$ cat src/rtl/tick_timer_pkg.sv
package tick_timer_pkg;

  // register nibble width and number of tapped stages
  localparam int unsigned NIB_W  = 4;
  localparam int unsigned TAP_N  = 8;

  // interrupt sources: stage index counted from the 128 Hz stage
  localparam int unsigned NSRC = 3;
  localparam int unsigned SRC_TAP [NSRC] = '{2, 4, 6};

  // control register bit holding the run flag
  localparam int unsigned CTRL_RUN = 0;

  typedef enum logic [1:0] {
    SEL_TAP_LO = 2'd0,
    SEL_TAP_HI = 2'd1,
    SEL_CTRL   = 2'd2,
    SEL_FLAG   = 2'd3
  } reg_sel_e;

endpackage

$ cat src/rtl/tt_divider.sv
module tt_divider
  import tick_timer_pkg::*;
#(
  parameter int unsigned PRE_W = 7
) (
  input  logic             clk,
  input  logic             rst_n,
  input  logic             run,
  input  logic             clr,
  output logic [TAP_N-1:0] taps,
  output logic [NSRC-1:0]  fall
);

  localparam int unsigned CNT_W = PRE_W + TAP_N;

  logic [CNT_W-1:0] cnt_q;

  always_ff @(posedge clk or negedge rst_n) begin
    if (!rst_n)   cnt_q <= '0;
    else if (clr) cnt_q <= '0;
    else if (run) cnt_q <= cnt_q + 1'b1;
  end

  assign taps = cnt_q[PRE_W +: TAP_N];

  // A stage falls when every bit at and below it is 1 and the counter steps.
  for (genvar k = 0; k < NSRC; k++) begin : g_fall
    localparam int unsigned HI = PRE_W + SRC_TAP[k];
    assign fall[k] = run & ~clr & (&cnt_q[HI:0]);

    a_r5_fall_drops_stage: assert property (@(posedge clk) disable iff (!rst_n)
      fall[k] |=> !taps[SRC_TAP[k]]);
  end

  a_r3_clear_zeroes_taps: assert property (@(posedge clk) disable iff (!rst_n)
    clr |=> (taps == '0));

  a_r2_advance_when_run: assert property (@(posedge clk) disable iff (!rst_n)
    (run && !clr) |=> (cnt_q != $past(cnt_q)));

endmodule

$ cat src/rtl/tt_flags.sv
module tt_flags
  import tick_timer_pkg::*;
(
  input  logic            clk,
  input  logic            rst_n,
  input  logic [NSRC-1:0] set,
  input  logic            rd_clr,
  output logic [NSRC-1:0] flag
);

  logic [NSRC-1:0] flag_q;

  // set has priority over the read-clear so no event is lost
  always_ff @(posedge clk or negedge rst_n) begin
    if (!rst_n) flag_q <= '0;
    else        flag_q <= (flag_q & ~{NSRC{rd_clr}}) | set;
  end

  assign flag = flag_q;

  a_r6_read_clears: assert property (@(posedge clk) disable iff (!rst_n)
    (rd_clr && (set == '0)) |=> (flag == '0));

  a_r6_set_beats_read: assert property (@(posedge clk) disable iff (!rst_n)
    (|set) |=> (|flag));

endmodule

$ cat src/rtl/tt_regs.sv
module tt_regs
  import tick_timer_pkg::*;
#(
  parameter int unsigned ADDR_W = 3
) (
  input  logic              clk,
  input  logic              rst_n,
  input  logic [ADDR_W-1:0] addr,
  input  logic              wr,
  input  logic              rd,
  input  logic [NIB_W-1:0]  wdata,
  input  logic [TAP_N-1:0]  taps,
  input  logic [NSRC-1:0]   flags,
  output logic              run,
  output logic [NSRC-1:0]   mask,
  output logic              clr,
  output logic              rd_clr,
  output logic [NIB_W-1:0]  rdata
);

  logic            mapped;
  reg_sel_e        sel;
  logic            ctrl_wr;
  logic            run_q;
  logic [NSRC-1:0] mask_q;

  assign mapped  = ((addr >> 2) == '0);
  assign sel     = reg_sel_e'(addr[1:0]);
  assign ctrl_wr = wr & mapped & (sel == SEL_CTRL);
  assign clr     = ctrl_wr & ~wdata[CTRL_RUN];
  assign rd_clr  = rd & mapped & (sel == SEL_FLAG);

  always_ff @(posedge clk or negedge rst_n) begin
    if (!rst_n) begin
      run_q  <= 1'b0;
      mask_q <= '0;
    end else if (ctrl_wr) begin
      run_q  <= wdata[CTRL_RUN];
      mask_q <= wdata[1 +: NSRC];
    end
  end

  assign run  = run_q;
  assign mask = mask_q;

  always_comb begin
    rdata = '0;
    if (mapped) begin
      unique case (sel)
        SEL_TAP_LO: rdata = taps[0 +: NIB_W];
        SEL_TAP_HI: rdata = taps[NIB_W +: NIB_W];
        SEL_CTRL:   rdata = NIB_W'({mask_q, run_q});
        SEL_FLAG:   rdata = NIB_W'(flags);
        default:    rdata = '0;
      endcase
    end
  end

  a_r7_ctrl_takes_write: assert property (@(posedge clk) disable iff (!rst_n)
    ctrl_wr |=> ({mask, run} == $past(wdata)));

  a_r7_ctrl_holds: assert property (@(posedge clk) disable iff (!rst_n)
    !ctrl_wr |=> ($stable(run) && $stable(mask)));

endmodule

$ cat src/rtl/tick_timer.sv
module tick_timer
  import tick_timer_pkg::*;
#(
  parameter int unsigned PRE_W  = 7,
  parameter int unsigned ADDR_W = 3
) (
  input  logic              clk,
  input  logic              rst_n,
  input  logic [ADDR_W-1:0] bus_addr,
  input  logic              bus_wr,
  input  logic              bus_rd,
  input  logic [3:0]        bus_wdata,
  output logic [3:0]        bus_rdata,
  output logic              irq
);

  logic [TAP_N-1:0] taps;
  logic [NSRC-1:0]  fall;
  logic [NSRC-1:0]  flags;
  logic [NSRC-1:0]  mask;
  logic             run;
  logic             clr;
  logic             rd_clr;

  tt_regs #(.ADDR_W(ADDR_W)) u_regs (
    .clk    (clk),
    .rst_n  (rst_n),
    .addr   (bus_addr),
    .wr     (bus_wr),
    .rd     (bus_rd),
    .wdata  (bus_wdata),
    .taps   (taps),
    .flags  (flags),
    .run    (run),
    .mask   (mask),
    .clr    (clr),
    .rd_clr (rd_clr),
    .rdata  (bus_rdata)
  );

  tt_divider #(.PRE_W(PRE_W)) u_div (
    .clk   (clk),
    .rst_n (rst_n),
    .run   (run),
    .clr   (clr),
    .taps  (taps),
    .fall  (fall)
  );

  tt_flags u_flags (
    .clk    (clk),
    .rst_n  (rst_n),
    .set    (fall),
    .rd_clr (rd_clr),
    .flag   (flags)
  );

  assign irq = |(flags & mask);

  a_r8_irq_needs_enable: assert property (@(posedge clk) disable iff (!rst_n)
    (mask == '0) |-> !irq);

  a_r9_stop_sets_nothing: assert property (@(posedge clk) disable iff (!rst_n)
    (clr && (flags == '0)) |=> (flags == '0));

endmodule

$ cat config.mk
export PLATFORM = sky130hd
export DESIGN_NAME = tick_timer
export DESIGN_NICKNAME = d
export VERILOG_FILES = /design/src/rtl/tick_timer_pkg.sv /design/src/rtl/tt_divider.sv /design/src/rtl/tt_flags.sv /design/src/rtl/tt_regs.sv /design/src/rtl/tick_timer.sv
export SDC_FILE = /design/constraint.sdc
export NUM_CORES = 1
export LEC_CHECK = 0
export CAP_MARGIN = 0
export CORE_ASPECT_RATIO = 0.5
export CORE_MARGIN = 2
export CORE_UTILIZATION = 45
export DETAILED_ROUTE_END_ITERATION = 10
export DONT_BUFFER_PORTS = 1
export SETUP_SLACK_MARGIN = 0.2
export SYNTH_ARGS = -nofsm -noshare
export SYNTH_HDL_FRONTEND = slang
export SYNTH_SLANG_ARGS = --single-unit
$ cat constraint.sdc
create_clock -name clk -period 4.3 [get_ports clk]
set_input_delay 0.86 -clock clk [delete_from_list [all_inputs] [get_ports clk]]
set_output_delay 0.86 -clock clk [all_outputs]
set_load 0.02 [all_outputs]
### Word-level counts from Yosys, hierarchy flattened

Index checks and enable logic that the tools add are counted.
Widths: inputs -> output; s select.

| operators by class | value |
|---|---|
| shifts and indexed selects | 0 |
| reductions and logical operators | 7 |
| multiply operators | 0 |
| multiplexer cells | 4 |
| div/mod/pow operators | 0 |
| $add $sub $neg | 1 |
| bitwise operators | 15 |
| $lt $le $gt $ge | 0 |
| equality and inequality tests | 3 |

Operators by type and width:

| operator | number |
|---|---|
| $mux 15 | 2 |
| $pmux 4 s4 | 1 |
| $add 15x1->15 const B | 1 |
| $reduce_and 14->1 | 1 |
| $reduce_and 12->1 | 1 |
| $reduce_and 10->1 | 1 |
| $and 1x1->1 | 9 |
| $and 3x3->3 | 2 |
| $eq 2x2->1 const B | 2 |
| $mux 4 | 1 |
| $logic_not 3->1 | 1 |
| $not 3->3 | 1 |
| $or 3x3->3 | 1 |
| $reduce_or 3->1 | 1 |
| $eq 2x1->1 const B | 1 |
| $logic_not 2->1 | 1 |
| $not 1->1 | 2 |
| $reduce_bool 2->1 | 1 |

| word-level totals | value |
|---|---|
| flip-flop bits (word level) | 22 |
| RAM bits | 0 |
| memories | 0 |
| input bits | 11 |
| latch bits | 0 |
| memory bits (read-only) | 0 |
| output and inout port bits | 5 |
| logic and storage cells | 34 |

### Longest topological paths before layout

| logic depth | value |
|---|---|
| word-level depth | 8 |
| gate-level depth with buffers | 6 |
| mapped depth without buffers | 5 |

### By module

From an unflattened synthesis, not the netlist that was laid out.

| second synthesis, totals | value |
|---|---|
| cell total of the unflattened synthesis | 121 |
| area, all modules | 1273.7 um^2 |

By module, submodules not included:

| module | cells each | area each (um^2) | instances | sequential area each (um^2) |
|---|---|---|---|---|
| tt_divider | 90 | 855.8 | 1 | 375.4 |
| tt_regs | 22 | 302.8 | 1 | 100.1 |
| tt_flags | 7 | 101.3 | 1 | 75.1 |
| tick_timer | 2 | 13.8 | 1 | 0.0 |

### Least setup slack after synthesis

No wires, ideal clock.

| timing path | value |
|---|---|
| path type | input port to output port |
| from | input bus_addr[0] |
| to | output bus_rdata[0] |
| path buffers | 1 |
| arrival time | 1635 ps |
| data required time | 3440 ps |
| slack | 1805 ps |
| stages | 3 |
| path through | buf_6 > mux4_2 > nor2b_1 |

| between the ends | value |
|---|---|
| word-level cells in the longest chain between the ends | 3 |
| elaborated cells between the ends (all ways) | 6 |
| those cells by class | 3 x eq/ne; 2 x mux; 1 x reduce/logical |

Ends and longest elaborated chain:

| item | RTL line | text |
|---|---|---|
| start, declared | tick_timer.sv:9 | `input logic [ADDR_W-1:0] bus_addr,` |
| $eq 2x2->1, or another cell as far along | tt_regs.sv:49 | `unique case (sel)` |
| $pmux 4 s4 * | tt_regs.sv:49 |  |
| $mux 4 * | tt_regs.sv:48 | `if (mapped) begin` |
| end, declared | tick_timer.sv:13 | `output logic [3:0] bus_rdata,` |

Every way passes the cells marked *; elsewhere a longest branch is shown, timed or not.

### Final worst setup path

Same ends and word-level chain as after synthesis.

==> tab_implementation.tex <==
\begin{tabular}{lr}
\hline
Metric & Value \\
\hline
\multicolumn{2}{l}{\textbf{Power and ir drop}} \\
Switching fraction of total power & 0.3350 \\
Switching component of the power & 202.6 µW \\
Total power after layout & 604.7 µW \\
Internal power & 402.1 µW \\
Maximum resistive drop on vdd & 0.0001933 V \\
Combinational cell fraction of total power & 0.223 \\
Clock network fraction of design power & 0.210 \\
Leakage dissipation & 0.0004954 µW \\
PwrDens & 490.7 nW/µm² \\
Register share of total power & 0.568 \\
\multicolumn{2}{l}{\textbf{Global route}} \\
Number of global-route vias before repair & 767 \\
First-pass GRT wire length & 3719 µm \\
Grt ovf & 0 \\
Initial antenna violation count & 0 \\
Maximum number of pins on one net before global-route repair & 23 \\
GRT Total Usage & 0.1676 \\
\multicolumn{2}{l}{\textbf{Place}} \\
Detailed-placement wirelength estimate & 1628 µm \\
Placed instance count & 144 \\
Post-Place Cell Area & 1191 µm² \\
Placer congestion estimate & 0.7678 \\
Number of buffer cells added on primary ports & 0 \\
\multicolumn{2}{l}{\textbf{Setup path}} \\
Cell Chain, Critical Path & mux4\_2 > nor2b\_1 \\
Startpoint Class & primary input \\
Highest cell delay on the worst timing path & 0.46 ns \\
Crit path buffers/inverters & 0 \\
Crit path max fanout & 7 \\
Required time of the worst setup path & 3.44 ns \\
Max stage delay cell, worst path & sky130\_fd\_sc\_hd\_\_mux4\_2 \\
Launch point of the critical path & bus\_addr[0] \\
Setup crit end kind & output pin \\
Arrival time at the worst endpoint & 1.53 ns \\
Category of the most critical setup path & in2out \\
Reg-to-Reg Start & u\_div.cnt\_q[0] \\
CP top delay family & multiplexers \\
\multicolumn{2}{l}{\textbf{Synth}} \\
Post-Syn Instances & 112 \\
Area fraction of the dominant cell type after synthesis & 0.4651 \\
Adder-cell share of the synthesized area & 0.01057 \\
Dominant synthesized flop cell & sky130\_fd\_sc\_hd\_\_dfrtp\_1 \\
Synth top area cells & sky130\_fd\_sc\_hd\_\_dfrtp\_1 47\%, sky130\_fd\_sc\_hd\_\_nor2\_1 6.7\%, sky130\_fd\_sc\_hd\_\_xnor2\_1 6.7\% \\
Async set or reset register ratio after synthesis & 1.000 \\
Post-synthesis net count & 124 \\
Synthesized-area fraction occupied by and/or/nand/nor cells & 0.2146 \\
Xor and xnor fraction of the mapped netlist area & 0.08879 \\
Syn. warnings & 0 \\
Post-synthesis compound-gate area fraction & 0.06025 \\
Library cell occupying the most area in the post-synthesis netlist & sky130\_fd\_sc\_hd\_\_dfrtp\_1 \\
Seq/Total Area, Yosys & 0.4651 \\
Number of storage elements in the synthesis netlist & 22 \\
Mean cell area of the mapped netlist & 10.57 µm² \\
Mux contribution to synthesized area & 0.1121 \\
Post-synth EDFFs & 0 \\
Combinational family with the most area after synthesis & simple AND/OR/NAND/NOR gates \\
Distinct cells, synth & 32 \\
Netlist Area Pre-Place & 1184 µm² \\
\multicolumn{2}{l}{\textbf{Clocking}} \\
CTS max path bufs & 2 \\
Clock insertion delay at the later pin of the skew report & 0.26 ns \\
Clock edge transition at the registers on the reported setup and hold paths & 0.07 ns \\
CTS tree & yes \\
H-tree depth & 1 \\
Post-CTS repair timing setup buffer count & 0 \\
Buffer cell driving the clock tree root & sky130\_fd\_sc\_hd\_\_clkbuf\_8 \\
CTS sink cnt & 22 \\
Post-cts repair resize count & 0 \\
Inserted Clock Buffers & 3 \\
CTS hold repair buffers & 0 \\
\multicolumn{2}{l}{\textbf{Layout}} \\
Fraction of layout instances using a drive strength above 1 & 0.1091 \\
Number of nets in the layout & 124 \\
Synth-to-Final Area Change & 4.122\% \\
Number of non-filler instances in the completed layout & 147 \\
Final-layout fill cell count & 263 \\
Antenna cells & 0 \\
Final Util & 0.4826 \\
Final standard cell area without fillers & 1232 µm² \\
\multicolumn{2}{l}{\textbf{Detailed routing}} \\
Topmost layer with routed signal wires & met4 \\
Overall via count from detail\_route & 810 \\
Met2 wire length & 865 µm \\
Met3 wirelength from detailed routing & 128 µm \\
Detail-routed via count per cell & 5.510 \\
Detail Route Antenna Nets & 0 \\
Count of routing violations after the opening detailed-route iteration & 53 \\
DR pass1 iterations & 4 \\
Detailed-route DRC error count & 0 \\
Routed wire per std cell & 14.80 µm \\
M1 WL & 1159 µm \\
Post-Route WL & 2175 µm \\
\multicolumn{2}{l}{\textbf{Die}} \\
Width of the die & 76.53 µm \\
Number of placement rows & 13 \\
Count of pins on the block boundary & 16 \\
Initial core utilization & 0.4635 \\
Std-Cell Core Area & 2554 µm² \\
Die Outline Area & 3081 µm² \\
Y dimension of the die & 40.27 µm \\
\multicolumn{2}{l}{\textbf{STA}} \\
Pin slew with the least headroom to its limit & 0.5231 ns \\
Total Negative Setup Slacks & 0 ns \\
Skew final & 0.001774 ns \\
Final count of negative-setup-slack endpoints & 0 \\
Setup repair after global routing missed its margin & no \\
Final Hold Fails & 0 \\
Final period util & 0.5555 \\
Slew Limit Headroom & 0.6513 \\
Max frequency & 418.7 MHz \\
Slew Limit Fails & 0 \\
Final Critical Period & 2.389 ns \\
\multicolumn{2}{l}{\textbf{Job}} \\
\# Max-Cap Violations & 0 \\
\multicolumn{2}{l}{\textbf{Status}} \\
Run status & completed \\
\multicolumn{2}{l}{\textbf{Min path}} \\
Tightest Hold Check Type & in2async \\
\hline
\end{tabular}
[sequential cells by signal, summed over array words and instances (netlist names)]
name          cells
u_div.cnt_q      15
u_flags.flag      3
u_regs.mask       3
u_regs.run        1
[final timing paths]
kind	slack [ns]	cells past startpoint	to
hold reg to reg	0.53	1	u_flags.flag[2]
min in group clk	0.53	1	u_flags.flag[2]
setup reg to reg	2.67	5	u_div.cnt_q[14]
max in group asynchronous	3.94	0	u_regs.run
setup / recovery	1.91	2	bus_rdata[0]
hold / removal	0.28	0	u_div.cnt_q[7]
[stage by stage]
| step | setup WS (ns) | hold WS [ns] |
|---|---|---|
| floorplan | 1.805 | 0.4829 |
| global placement | 1.917 | 0.5183 |
| detailed placement | 1.913 | 0.5135 |
| CTS | 1.913 | 0.2780 |
| global route | 1.879 | 0.2700 |
| finish | 1.911 | 0.2838 |
[power groups by stage]
stage / Sequential, µW / Clock [µW] / Combinational, µW
floorplan: 323 / 0 / 130
global placement: 347 / 0 / 134
detailed placement: 347 / 0 / 137
CTS: 342 / 131 / 138
global route: 355 / 138 / 157
finish: 343 / 127 / 135
[cells by family after synthesis]
group                    count (synthesis)
AND/OR/NAND/NOR                         49
flip-flops                              22
XOR/XNOR                                12
buffers and inverters                   10
AO/OA/AOI/OAI                            9
multiplexers                             9
adder cells (fa/ha/maj)                  1
[Yosys cell counts, drive strengths merged (3+ instances only)]
library cell,number
dfrtp,22
nor2,21
xnor2,9
buf,5
inv,5
nand4,5
mux2,4
nand2,4
nand3,4
nor3,4
mux4,3
nor2b,3
nor4,3
xor2,3
[worst reg2reg max path, cell delays in order (launching register included)]
cell and delay, ns:
sky130_fd_sc_hd__dfrtp_1 0.42, sky130_fd_sc_hd__ha_1 0.19, sky130_fd_sc_hd__nand4_1 0.26, sky130_fd_sc_hd__nor4_1 0.42
sky130_fd_sc_hd__xnor2_1 0.16, sky130_fd_sc_hd__nor2_1 0.05
[cell usage in the layout (no fill, tap or decap)]
cell type	count
sky130_fd_sc_hd__dfrtp_1	22
sky130_fd_sc_hd__nor2_1	21
sky130_fd_sc_hd__xnor2_1	9
sky130_fd_sc_hd__inv_1	5
sky130_fd_sc_hd__nand2_1	4
sky130_fd_sc_hd__nand4_1	4
sky130_fd_sc_hd__nor3_1	4
sky130_fd_sc_hd__mux2_2	4
sky130_fd_sc_hd__nand3_1	4
sky130_fd_sc_hd__mux4_2	3
sky130_fd_sc_hd__nor2b_1	3
sky130_fd_sc_hd__xor2_1	3
sky130_fd_sc_hd__nor4_1	3
sky130_fd_sc_hd__clkbuf_8	3
sky130_fd_sc_hd__a32o_1	2
sky130_fd_sc_hd__mux2i_1	2
sky130_fd_sc_hd__nand4_2	1
sky130_fd_sc_hd__and4bb_4	1
sky130_fd_sc_hd__nand2b_1	1
sky130_fd_sc_hd__nand4b_1	1
sky130_fd_sc_hd__a22o_1	1
sky130_fd_sc_hd__a222oi_1	1
sky130_fd_sc_hd__a31oi_1	1
sky130_fd_sc_hd__and2b_1	1
sky130_fd_sc_hd__a211oi_1	1
sky130_fd_sc_hd__a31o_1	1
sky130_fd_sc_hd__o21ai_0	1
sky130_fd_sc_hd__or3_1	1
sky130_fd_sc_hd__a21oi_1	1
sky130_fd_sc_hd__ha_1	1
[routing by layer]
layer  global-route usage  vias up
met5                    0        -
met4              0.05455        0
met3              0.06306        2
met2               0.2544       18
met1               0.2266      397
li1                     -      393
[cell type report]
class / count / area, µm² / share of cell area
Inverter: 5 / 18.77 / 0.01523
Sequential cell: 22 / 550.5 / 0.4467
Multi-Input combinational cell: 80 / 575.6 / 0.4670
Clock buffer: 3 / 41.29 / 0.03350
Tap cell: 37 / 46.29 / 0.03756
(Power assumes the default switching activity.)
